`src/rtl/exe_bypass_pkg.sv`:
```
// Package: exe_bypass_pkg
// Shared select encoding for the execute-stage bypass logic.
// Assumes: the operand mux and the checker decode exactly these codes.
package exe_bypass_pkg;

    typedef enum logic [1:0] {
        BYP_RF  = 2'b00,   // register-file value is current
        BYP_WB  = 2'b01,   // take memory/writeback result
        BYP_MEM = 2'b10    // take execute/memory result
    } byp_sel_e;

endpackage

```
`src/rtl/byp_stage_match.sv`:
```
// Module: byp_stage_match
// Decides whether one later-stage producer holds a newer value for one source.
// Assumes: register 0 is constant zero and must never be bypassed.
module byp_stage_match #(
    parameter int ADDR_W = 5
) (
    input  logic              prod_wen,
    input  logic [ADDR_W-1:0] prod_dst,
    input  logic [ADDR_W-1:0] cons_src,
    output logic              hit
);

    localparam logic [ADDR_W-1:0] ZERO_REG = '0;

    // Qualify the address compare with write enable and the zero register.
    always_comb begin
        hit = prod_wen && (prod_dst != ZERO_REG) && (prod_dst == cons_src);
    end

endmodule

```
`src/rtl/byp_sel_resolve.sv`:
```
// Module: byp_sel_resolve
// Turns the two per-stage hits of one operand into a select code.
// Assumes: mem_hit comes from the younger producer and therefore has priority.
module byp_sel_resolve
    import exe_bypass_pkg::*;
(
    input  logic     mem_hit,
    input  logic     wb_hit,
    output byp_sel_e sel
);

    // Priority pick: newest producer first, register file last.
    always_comb begin
        if (mem_hit)     sel = BYP_MEM;
        else if (wb_hit) sel = BYP_WB;
        else             sel = BYP_RF;
    end

endmodule

```
`src/rtl/byp_operand_mux.sv`:
```
// Module: byp_operand_mux
// Applies a bypass select to three candidate values of one operand.
// Assumes: the unused code 2'b11 falls back to the register-file value.
module byp_operand_mux
    import exe_bypass_pkg::*;
#(
    parameter int DATA_W = 32
) (
    input  logic [1:0]        sel,
    input  logic [DATA_W-1:0] rf_val,
    input  logic [DATA_W-1:0] mem_val,
    input  logic [DATA_W-1:0] wb_val,
    output logic [DATA_W-1:0] dout
);

    // Decode the select into the chosen candidate.
    always_comb begin
        case (sel)
            BYP_MEM: dout = mem_val;
            BYP_WB:  dout = wb_val;
            default: dout = rf_val;
        endcase
    end

endmodule

```
`src/rtl/exe_bypass_unit.sv`:
```
// Module: exe_bypass_unit
// Execute-stage operand bypass selector for a five-stage pipeline, with a
// test wrapper that applies the selects to 32-bit candidates.
// Assumes: sources come from the decode/execute register, producers from the
// execute/memory and memory/writeback registers; fully combinational.
module exe_bypass_unit
    import exe_bypass_pkg::*;
#(
    parameter int ADDR_W = 5,
    parameter int DATA_W = 32
) (
    input  logic [ADDR_W-1:0] src_a,
    input  logic [ADDR_W-1:0] src_b,
    input  logic              exm_wen,
    input  logic [ADDR_W-1:0] exm_dst,
    input  logic              mwb_wen,
    input  logic [ADDR_W-1:0] mwb_dst,
    input  logic [DATA_W-1:0] rf_val_a,
    input  logic [DATA_W-1:0] rf_val_b,
    input  logic [DATA_W-1:0] exm_val,
    input  logic [DATA_W-1:0] mwb_val,
    output logic [1:0]        sel_a,
    output logic [1:0]        sel_b,
    output logic [DATA_W-1:0] opnd_a,
    output logic [DATA_W-1:0] opnd_b
);

    localparam int NUM_OPND = 2;

    logic [ADDR_W-1:0] src_arr  [NUM_OPND];
    logic [DATA_W-1:0] rf_arr   [NUM_OPND];
    logic [DATA_W-1:0] opnd_arr [NUM_OPND];
    logic [1:0]        sel_arr  [NUM_OPND];

    // Gather per-operand inputs into arrays for the generate loop.
    always_comb begin
        src_arr[0] = src_a;
        src_arr[1] = src_b;
        rf_arr[0]  = rf_val_a;
        rf_arr[1]  = rf_val_b;
    end

    for (genvar g = 0; g < NUM_OPND; g++) begin : g_opnd
        logic     mem_hit;
        logic     wb_hit;
        byp_sel_e sel_e;

        byp_stage_match #(.ADDR_W(ADDR_W)) u_mem_match (
            .prod_wen (exm_wen),
            .prod_dst (exm_dst),
            .cons_src (src_arr[g]),
            .hit      (mem_hit)
        );

        byp_stage_match #(.ADDR_W(ADDR_W)) u_wb_match (
            .prod_wen (mwb_wen),
            .prod_dst (mwb_dst),
            .cons_src (src_arr[g]),
            .hit      (wb_hit)
        );

        byp_sel_resolve u_resolve (
            .mem_hit (mem_hit),
            .wb_hit  (wb_hit),
            .sel     (sel_e)
        );

        assign sel_arr[g] = sel_e;

        byp_operand_mux #(.DATA_W(DATA_W)) u_mux (
            .sel     (sel_arr[g]),
            .rf_val  (rf_arr[g]),
            .mem_val (exm_val),
            .wb_val  (mwb_val),
            .dout    (opnd_arr[g])
        );
    end

    // Scatter per-operand results onto the ports.
    always_comb begin
        sel_a  = sel_arr[0];
        sel_b  = sel_arr[1];
        opnd_a = opnd_arr[0];
        opnd_b = opnd_arr[1];
    end

endmodule

```
`config.mk`:
```
export PLATFORM = sky130hd
export DESIGN_NAME = exe_bypass_unit
export DESIGN_NICKNAME = d
export VERILOG_FILES = /design/src/rtl/exe_bypass_pkg.sv /design/src/rtl/byp_stage_match.sv /design/src/rtl/byp_sel_resolve.sv /design/src/rtl/byp_operand_mux.sv /design/src/rtl/exe_bypass_unit.sv
export SDC_FILE = /design/constraint.sdc
export NUM_CORES = 1
export LEC_CHECK = 0
export BUFFER_PORTS_ARGS = -buffer_cell sky130_fd_sc_hd__buf_2
export CAP_MARGIN = 20
export CELL_PAD_IN_SITES_DETAIL_PLACEMENT = 1
export CELL_PAD_IN_SITES_GLOBAL_PLACEMENT = 1
export CORE_UTILIZATION = 24
export DETAILED_ROUTE_END_ITERATION = 8
export GPL_TIMING_DRIVEN = 0
export MAX_ROUTING_LAYER = met4
export PLACE_DENSITY_LB_ADDON = 0.1
export SLEW_MARGIN = 20
export SYNTH_ARGS = -nofsm -noshare
export SYNTH_HDL_FRONTEND = slang
export SYNTH_SLANG_ARGS = --single-unit
```
`constraint.sdc`:
```
create_clock -name vclk -period 2.48
set_clock_uncertainty 0.2 [all_clocks]
set_input_delay 0.372 -clock vclk [all_inputs]
set_output_delay 0.372 -clock vclk [all_outputs]
set_load 0.03 [all_outputs]
```
==> impl_summary.log, run 1 <==
[metrics] area of the die: around 0.01 mm²
[metrics] final antenna diode count: 0
[metrics] remaining antenna violation count: 0
[metrics] net count reported at finish: approximately 790
[metrics] Crit path buffers/inverters: 4
[metrics] routed len/inst: ~24 µm
[metrics] tightest slew margin relative to the limit: 51.44%
[metrics] Final GP Congestion: about 0.8
[metrics] gr ovfl total: 0
[metrics] starting utilization of the core area: between 20% and 30%
[metrics] global-route wire length before repair: around 23000 µm
[metrics] average cell area after synthesis: roughly 6.0 µm²
[metrics] DRC: 0
[metrics] Post-Synthesis Net Count: roughly 540
[metrics] total setup violations reported at the end of the flow: 68
[metrics] violated checks: negative setup slack
[metrics] setup slack of the critical path after layout: -273.0 ps
[metrics] achievable clock frequency: between 0.3 and 0.4 GHz
[metrics] status: complete, but fails checks
[metrics] startpoint-to-endpoint class of the critical path: primary input to output port
[metrics] Post-Place Worst Slack: -565.2 ps
[metrics] number of I/O pins: roughly 220
[metrics] ratio of routed vias to standard cells: 6.043
[metrics] cell count after synthesis: 393
[metrics] Largest stage delay, worst path: about 570 ps
[metrics] Total Wirelength: 18410 µm
[metrics] FF+latch count: 0
[metrics] Die Span Y: between 100 and 150 µm
[metrics] Least-Margin Pin Slew: between 700 and 800 ps
[metrics] part of the cycle the worst path needs: 111.0%
[metrics] Hold Crit Class: primary input to output port
[metrics] post-synthesis sequential area ratio: 0%
[metrics] core region area: 0.009371 mm²
[metrics] number of distinct standard cells referenced by the synthesized netlist: 26
[metrics] largest vdd supply drop: between 0.00009 and 0.0001 V
[metrics] sequential cell area: 0 µm²
[metrics] combined area of the multi-input logic cells: between 0.003 and 0.004 mm²
[metrics] number of maximum-capacitance constraint violations: 0
[metrics] largest driver fanout on the critical path: 5
[metrics] required arrival time at the worst endpoint: 1910 ps
[metrics] sum of negative setup slack: -12490 ps
[metrics] Slowest-stage cell, CP: sky130_fd_sc_hd__or4_4
[metrics] arrival time at the worst endpoint: 2180 ps
[metrics] leading cell type in the layout, fill and taps excluded: sky130_fd_sc_hd__buf_2
[metrics] pin count of the biggest net entering global routing: 11
[metrics] number of placement rows: 35
[metrics] Die X: 101.1 µm
[metrics] gate family responsible for the most delay along the worst path: simple AND/OR/NAND/NOR gates
[metrics] final worst path period need: 2753 ps
[metrics] Final Hold Vio Count: 0
[metrics] DPL Wire Length: around 12000 µm
[metrics] worst path cell trace: buf_8 -> or4_4 -> o211ai_4 -> or2_1 -> buf_6 -> inv_4 -> nor4_2 -> buf_4
[metrics] CP startpoint kind: primary input
[metrics] Warnings, synthesis: 0
[metrics] count of input and output buffers: 218
[metrics] final design utilization: between 60% and 70%
[metrics] DRC violation total after the first TritonRoute iteration: 144
[metrics] final non-filler cell total: around 760
[metrics] post-synthesis cell type with the largest combined area: sky130_fd_sc_hd__o31ai_1
[metrics] via count of the first global-routing pass: ~4600
[metrics] Leak: roughly 2.2 nW
[metrics] Layout fillers: roughly 1100
[metrics] category of the worst setup path capture point: output port
[metrics] most used cells in the layout excluding fill and tap cells: sky130_fd_sc_hd__buf_2 (149), sky130_fd_sc_hd__buf_6 (75), sky130_fd_sc_hd__nor3_1 (53)
[metrics] Synth-to-Final Area Change: 150.2%
[metrics] Slew Viols, Final: 0
[metrics] GRT Resource Usage Total: a little under a third
[metrics] Placed Instance Area: 0.004000 mm²
[metrics] Yosys top cell area share: 20.06%
[metrics] initial antenna violation count: 0
[metrics] Mapped Area: approximately 0.0024 mm²
[metrics] via count: 4617
[metrics] power density over the cells: approximately 230 mW/mm²
[metrics] share of layout cells above drive strength 1: around 69%
[metrics] Clock Buffer Count: 0
[metrics] final std cell area, no fill: about 0.0059 mm²
[metrics] RSZ-0062 raised after global routing: true
[metrics] # placed instances: 740
[metrics] TritonRoute pass-1 iters: 4
[metrics] ranking of synthesized cells by area: sky130_fd_sc_hd__o31ai_1 (20%), sky130_fd_sc_hd__a31oi_1 (17%), sky130_fd_sc_hd__nor3_1 (14%)
through the flow:
step	hold WS (ps)	total power [mW]
2_1_floorplan	794.7	0.5283
3_3_place_gp	948.1	0.8682
3_5_place_dp	959.9	0.8829
4_1_cts	939.2	1.112
5_1_grt	946.7	1.382
6_report	930.2	1.328
report_power, final:
| group | switching, mW | internal, mW |
|---|---|---|
| registers | 0 | 0 |
| clock network | 0 | 0 |
| logic | 0.779 | 0.549 |
| total | 0.779 | 0.549 |
Yosys cell counts, types with 3 or more instances:
cell type,number
sky130_fd_sc_hd__inv_1,33
sky130_fd_sc_hd__nand4_1,34
sky130_fd_sc_hd__buf_1,4
sky130_fd_sc_hd__clkbuf_1,39
sky130_fd_sc_hd__xor2_1,5
sky130_fd_sc_hd__nor3_1,64
sky130_fd_sc_hd__o31ai_1,63
sky130_fd_sc_hd__a31oi_1,63
sky130_fd_sc_hd__nor4_1,3
sky130_fd_sc_hd__or4_1,31
sky130_fd_sc_hd__xnor2_1,15
sky130_fd_sc_hd__buf_2,19
final cells by class:
| type | count | area share (%) |
|---|---|---|
| Inverter | 35 | 2.397 |
| Buffer | 61 | 9.610 |
| Tap cell | 129 | 2.737 |
| Multi-Input combinational cell | 294 | 53.69 |
| Timing Repair Buffer | 245 | 31.57 |
what timing repair did:
item	CTS	global route
setup buffers	16	4
setup endpoints to repair	68	68
hold buffers	0	0
gates resized for setup	249	157
pin swaps	18	13
gates cloned	2	5
worst min-delay path, cell delays in order:
cell and delay, ps:
sky130_fd_sc_hd__buf_2 100, sky130_fd_sc_hd__o31ai_2 60, sky130_fd_sc_hd__a31oi_2 90, sky130_fd_sc_hd__buf_6 140
worst paths after layout:
check	start	end	cells past startpoint	slack, ps
hold / removal	rf_val_b[26]	opnd_b[26]	4	930
setup / recovery	exm_dst[2]	sel_a[0]	8	-270
metal layers:
layer	track usage (%)	part of all wire [%]	vias to the layer above
met5	-	0	-
li1	-	-	2063
met1	35.00	38	2239
met4	6.689	3.6	0
met2	56.25	51	248
met3	1.942	6.8	67
cells by family (layout without fill, tap and decap cells):
group                  Yosys count  in the layout  share of synthesized area (%)
AO/OA/AOI/OAI                  132            132                          39.33
XOR/XNOR                        20             20                          7.431
buffers and inverters           99            341                          17.09
AND/OR/NAND/NOR                142            142                          36.15
Power figures use the tool's default switching activity.
==> run 2: changes to the inputs <==
ABC_AREA = 1   (was not set)
CORE_UTILIZATION = 20   (was 24)
==> run 2 against run 1 <==
Effect of this change:
- the run now ends clean
- global-route usage is 6.5 points lower
- critical path depth is 3 higher
- synthesized cell count is 0.76% lower
- utilization is 29 points lower
- routed wire length is 33% lower
- combinational power is 54% lower
- cell count is 3.1% lower
- design area is 45% lower
- fmax is 16% higher
- via count is 23% lower
- setup slack better by 380 ps
- largest power group unchanged
- highest routed layer unchanged
==> impl_summary.log, run 2 <==
[metrics] DRC: 0
[metrics] leading cell type in the layout, fill and taps excluded: sky130_fd_sc_hd__buf_2
[metrics] CP startpoint kind: primary input
[metrics] share of layout cells above drive strength 1: about 45%
[metrics] Slowest-stage cell, CP: sky130_fd_sc_hd__buf_2
[metrics] via count: roughly 3600
[metrics] net count reported at finish: between 700 and 800
[metrics] Slew Viols, Final: 0
[metrics] total length of routed met3 wires: 662 µm
[metrics] ratio of routed vias to standard cells: 4.808
[metrics] total setup violations reported at the end of the flow: 0
[metrics] sum of negative setup slack: 0 ps
[metrics] number of I/O pins: 218
[metrics] most used standard cell by instance count after synthesis: sky130_fd_sc_hd__nand3_1
[metrics] startpoint-to-endpoint class of the critical path: primary input to output port
[metrics] Die X: around 100 µm
[metrics] Least-Margin Pin Slew: 270.5 ps
[metrics] final non-filler cell total: 740
[metrics] detailed-routing wirelength on met1: between 5000 and 6000 µm
[metrics] number of maximum-capacitance constraint violations: 0
[metrics] count of input and output buffers: around 220
[metrics] tightest slew margin relative to the limit: 81.97%
[metrics] most numerous cell types in the synthesized netlist: sky130_fd_sc_hd__nand3_1 (194), sky130_fd_sc_hd__nand2_1 (105), sky130_fd_sc_hd__buf_2 (14)
[metrics] final std cell area, no fill: around 0.0033 mm²
[metrics] gr ovfl total: 0
[metrics] Hold Crit Class: primary input to output port
[metrics] cell depth of the worst min-delay path: 4
[metrics] Yosys top cell area share: about 49%
[metrics] DRC violation total after the first TritonRoute iteration: 76
[metrics] Largest stage delay, worst path: 280 ps
[metrics] Clock Buffer Count: 0
[metrics] Die Span Y: 101.7 µm
[metrics] cell count after synthesis: a little under 400
[metrics] Warnings, synthesis: 0
[metrics] DPL Wire Length: 10130 µm
[metrics] FF+latch count: 0
[metrics] most used cells in the layout excluding fill and tap cells: sky130_fd_sc_hd__buf_2 (222), sky130_fd_sc_hd__nand3_1 (194), sky130_fd_sc_hd__nand2_1 (105)
[metrics] number of placement rows: 36
[metrics] part of the cycle the worst path needs: 95.59%
[metrics] # placed instances: 740
[metrics] sequential cell area: 0 µm²
[metrics] capturing instance or port of the critical path: opnd_a[17]
[metrics] via count of the first global-routing pass: about 3500
[metrics] met2 wirelength from detailed routing: roughly 6400 µm
[metrics] ranking of synthesized cells by area: sky130_fd_sc_hd__nand3_1 (49%), sky130_fd_sc_hd__nand2_1 (20%), sky130_fd_sc_hd__buf_6 (5.7%)
[metrics] Post-Synthesis Net Count: 540
[metrics] achievable clock frequency: roughly 0.42 GHz
[metrics] GRT Resource Usage Total: a little under a quarter
[metrics] Final Hold Vio Count: 0
[metrics] number of distinct standard cells referenced by the synthesized netlist: 17
[metrics] Top Metal Used: met4
[metrics] core region area: between 0.009 and 0.01 mm²
[metrics] category of the worst setup path capture point: output port
[metrics] post-synthesis sequential area ratio: 0%
[metrics] starting utilization of the core area: 20.52%
[metrics] area of the die: between 0.01 and 0.015 mm²
[metrics] average cell area after synthesis: 5.095 µm²
[metrics] arrival time at the worst endpoint: 1800 ps
[metrics] routed len/inst: between 15 and 20 µm
[metrics] initial antenna violation count: 0
[metrics] pin count of the biggest net entering global routing: 11
[metrics] status: completed
[metrics] TritonRoute pass-1 iters: 4
[metrics] power density over the cells: roughly 190 mW/mm²
[metrics] RSZ-0062 raised after global routing: true
[metrics] largest driver fanout on the critical path: 10
[metrics] final worst path period need: ~2400 ps
[metrics] remaining antenna violation count: 0
[metrics] post-synthesis cell type with the largest combined area: sky130_fd_sc_hd__nand3_1
[metrics] Leak: between 1.5 and 2 nW
[metrics] Synth-to-Final Area Change: 64.29%
[metrics] Placed Instance Area: approximately 0.0032 mm²
[metrics] largest vdd supply drop: approximately 0.000057 V
[metrics] global-route wire length before repair: approximately 19000 µm
[metrics] worst path cell trace: buf_2 -> nor2_1 -> nand3_1 -> nand2_1 -> inv_1 -> nand3_2 -> buf_6 -> buf_2 -> nand3_1 -> nand3_1 -> buf_2
[metrics] Final GP Congestion: roughly 0.85
[metrics] Total Wirelength: 12270 µm
[metrics] required arrival time at the worst endpoint: around 1900 ps
[metrics] final antenna diode count: 0
[metrics] crit path launch: exm_dst[3]
[metrics] Mapped Area: between 0.0015 and 0.002 mm²
[run 2: cell types whose count changed in the layout (fill, tap and decap cells not counted), sizes merged, moves of 32 or more]
cell / previous run / this run
nand3: 1 / 200
nand2: 1 / 106
nor3: 64 / 0
a31oi: 63 / 0
o31ai: 63 / 0
nand4: 34 / 0
or4: 32 / 0
[run 2: logic make-up after synthesis]
logic type | synth area share [%]
xor+xnor | 5.290
buf+inv | 16.56
simple gates | 78.15
[run 2: how the worst min path moves through the flow]
stage                            start    endpoint  slack (ps)
final                     rf_val_b[31]  opnd_b[31]         930
after global routing      rf_val_b[14]  opnd_b[14]         950
after CTS                   exm_val[8]   opnd_a[8]         930
after detailed placement    exm_val[8]   opnd_a[8]         930
after global placement      exm_val[8]   opnd_a[8]         930
after floorplan             exm_val[0]   opnd_a[0]         820
[run 2: metal layers]
| metal | track usage [%] | vias up |
|---|---|---|
| met5 | - | - |
| met3 | 0.9662 | 4 |
| met1 | 29.62 | 1673 |
| li1 | - | 1761 |
| met4 | 1.561 | 0 |
| met2 | 43.35 | 120 |
[run 2: timing repair]
item                       in CTS  in global routing
setup buffers                   0                  0
hold buffers                    0                  0
setup endpoints to repair       0                 45
gates resized for setup         0                 13
[run 2: final cells by class]
cell class,instances,area (µm²)
buffer,35,287.8
tap,133,166.4
timing repair buffer,217,1086
multi-input combinational,338,1658
inverter,17,66.31
fill,1409,6420
[run 2: report_power, final]
group / switching [mW] / internal (mW) / total (mW)
combinational: 0.381 / 0.226 / 0.607
clock: 0 / 0 / 0
sequential: 0 / 0 / 0
total: 0.381 / 0.226 / 0.607
[run 2: worst max-delay path: cells and delay by family]
kind                   cells  cell delay [ps]
buffers and inverters      5              820
and+or+nand+nor            6              600
[run 2: metrics by stage]
step	utilization (%)	hold WS [ps]	setup slack [ps]	power, mW
finish	33.71	929.2	109.3	0.6074
global route	33.71	951.1	-35.40	0.6618
CTS	33.45	931.2	23.85	0.6128
detailed placement	33.45	931.1	25.40	0.6104
global placement	33.45	927.7	87.59	0.6032
floorplan	-	815.9	373.4	0.3451
==> run 3: changes to the inputs <==
CORE_ASPECT_RATIO = 1.5   (was not set)
==> run 3 against run 2 <==
Effect of this change:
- utilization about the same
- clock-buffer cell count unchanged
- total power increased by 1.9%
==> impl_summary.log, run 3 (same netlist as run 2, synthesis figures left out) <==
[metrics] arrival time at the worst endpoint: around 1800 ps
[metrics] switching share of power: between 60% and 70%
[metrics] global-route wire length before repair: 19550 µm
[metrics] most used cells in the layout excluding fill and tap cells: sky130_fd_sc_hd__buf_2 (219), sky130_fd_sc_hd__nand3_1 (194), sky130_fd_sc_hd__nand2_1 (105)
[metrics] combined area of the multi-input logic cells: about 0.0017 mm²
[metrics] Least-Margin Pin Slew: 254.2 ps
[metrics] Final GP Congestion: around 0.85
[metrics] clock network power share: 0%
[metrics] area of the die: about 0.010 mm²
[metrics] TritonRoute pass-1 iters: 4
[metrics] Hold Crit Class: primary input to output port
[metrics] category of the worst setup path capture point: output port
[metrics] worst path cell trace: buf_2 -> nor2_1 -> nand3_1 -> nand2_1 -> inv_1 -> nand3_2 -> buf_6 -> buf_2 -> nand3_1 -> nand3_1 -> buf_2
[metrics] Die Span Y: around 120 µm
[metrics] Final Hold Vio Count: 0
[metrics] achievable clock frequency: ~0.43 GHz
[metrics] CP startpoint kind: primary input
[metrics] Synth-to-Final Area Change: 64.17%
[metrics] via count: roughly 3600
[metrics] via count of the first global-routing pass: about 3700
[metrics] final std cell area, no fill: approximately 0.0033 mm²
[metrics] FF+latch count: 0
[metrics] routed len/inst: 17.74 µm
[metrics] status: completed
[metrics] sw power: roughly 0.39 mW
[metrics] number of placement rows: 44
[metrics] core region area: about 0.0097 mm²
[metrics] leading cell type in the layout, fill and taps excluded: sky130_fd_sc_hd__buf_2
[metrics] net count reported at finish: 760
[metrics] Slew Viols, Final: 0
[metrics] pin count of the biggest net entering global routing: 11
[metrics] count of input and output buffers: roughly 220
[metrics] largest driver fanout on the critical path: 10
[metrics] initial antenna violation count: 0
[metrics] share of layout cells above drive strength 1: 45.23%
[metrics] power density over the cells: around 190 mW/mm²
[metrics] number of I/O pins: ~220
[metrics] gr ovfl total: 0
[metrics] Largest stage delay, worst path: between 200 and 300 ps
[metrics] Leak: ~1.8 nW
[metrics] GRT Resource Usage Total: 24.63%
[metrics] startpoint-to-endpoint class of the critical path: primary input to output port
[metrics] DRC: 0
[metrics] Gate power share: 100.0%
[metrics] Sequential Power Share: 0%
[metrics] final worst path period need: ~2300 ps
[metrics] final non-filler cell total: 723
[metrics] largest vdd supply drop: between 0.00006 and 0.00007 V
[metrics] Die X: 83.38 µm
[metrics] Total Wirelength: around 13000 µm
[metrics] tightest slew margin relative to the limit: between 80% and 90%
[metrics] worst hold slack: around 900 ps
[metrics] hold_buf cts: 0
[metrics] cell internal pwr: 0.2287 mW
[metrics] number of maximum-capacitance constraint violations: 0
[metrics] total setup violations reported at the end of the flow: 0
[metrics] remaining antenna violation count: 0
[metrics] # placed instances: approximately 720
[metrics] ratio of routed vias to standard cells: about 5
[metrics] RSZ-0062 raised after global routing: false
[metrics] DPL Wire Length: between 10000 and 15000 µm
[metrics] Slowest-stage cell, CP: sky130_fd_sc_hd__buf_2
[metrics] final antenna diode count: 0
[metrics] required arrival time at the worst endpoint: between 1500 and 2000 ps
[metrics] Clock Buffer Count: 0
[metrics] part of the cycle the worst path needs: 94.35%
[metrics] sequential cell area: 0 µm²
[metrics] DRC violation total after the first TritonRoute iteration: 98
[metrics] Placed Instance Area: about 0.0032 mm²
[metrics] starting utilization of the core area: 20.51%
[metrics] Layout fillers: around 1400
-- run 3: cell count changes in the layout (fill, tap and decap cells not counted) --
cell,change
sky130_fd_sc_hd__buf_2,-3
sky130_fd_sc_hd__buf_4,+8
sky130_fd_sc_hd__clkbuf_4,-4
sky130_fd_sc_hd__inv_1,-1
sky130_fd_sc_hd__inv_2,+1
sky130_fd_sc_hd__nor2_1,-2
sky130_fd_sc_hd__nor2_2,+2
-- run 3: power groups by stage --
stage	Sequential [mW]	Combinational, mW	Clock (mW)
global placement	0	0.608	0
global route	0	0.670	0
floorplan	0	0.345	0
detailed placement	0	0.618	0
finish	0	0.619	0
CTS	0	0.620	0
-- run 3: layout make-up --
class / instances / share of cell area [%]
Tap cell: 115 / 4.411
Multi-Input combinational cell: 338 / 50.98
Timing Repair Buffer: 218 / 33.68
Buffer: 35 / 8.899
Inverter: 17 / 2.033
-- run 3: repair_timing --
item / 4_1_cts / 5_1_grt
resized for setup: 4 / 18
endpoints found under the setup margin: 8 / 60
buffers inserted: 0 / 1
pin swaps: 0 / 1
-- run 3: through the flow --
stage          total power, mW  util [%]  setup WS (ps)  setup TNS, ps
2_1_floorplan           0.3451         -          373.4              0
3_3_place_gp            0.6080     33.20          19.99              0
3_5_place_dp            0.6177     33.20         -19.42         -54.91
4_1_cts                 0.6204     33.30          34.09              0
5_1_grt                 0.6702     33.66          1.195              0
6_report                0.6189     33.66          140.1              0
-- run 3: path summary, 6_finish.rpt --
path / cells past startpoint / end / slack [ps] / startpoint
worst min-delay path: 4 / opnd_b[28] / 910 / exm_val[28]
worst max-delay path: 11 / opnd_a[1] / 140 / exm_dst[3]
-- run 3: routing by layer --
layer / track usage, % / vias up / part of all wire (%)
met5: - / - / 0
met4: 4.203 / 0 / 1.9
met3: 3.048 / 16 / 5.3
met2: 50.77 / 143 / 57
met1: 24.84 / 1706 / 36
li1: - / 1757 / -
-- run 3: worst max-delay path: cells and delay by family --
kind,cells,cell delay [ps]
buf+inv,5,790
simple gates,6,590
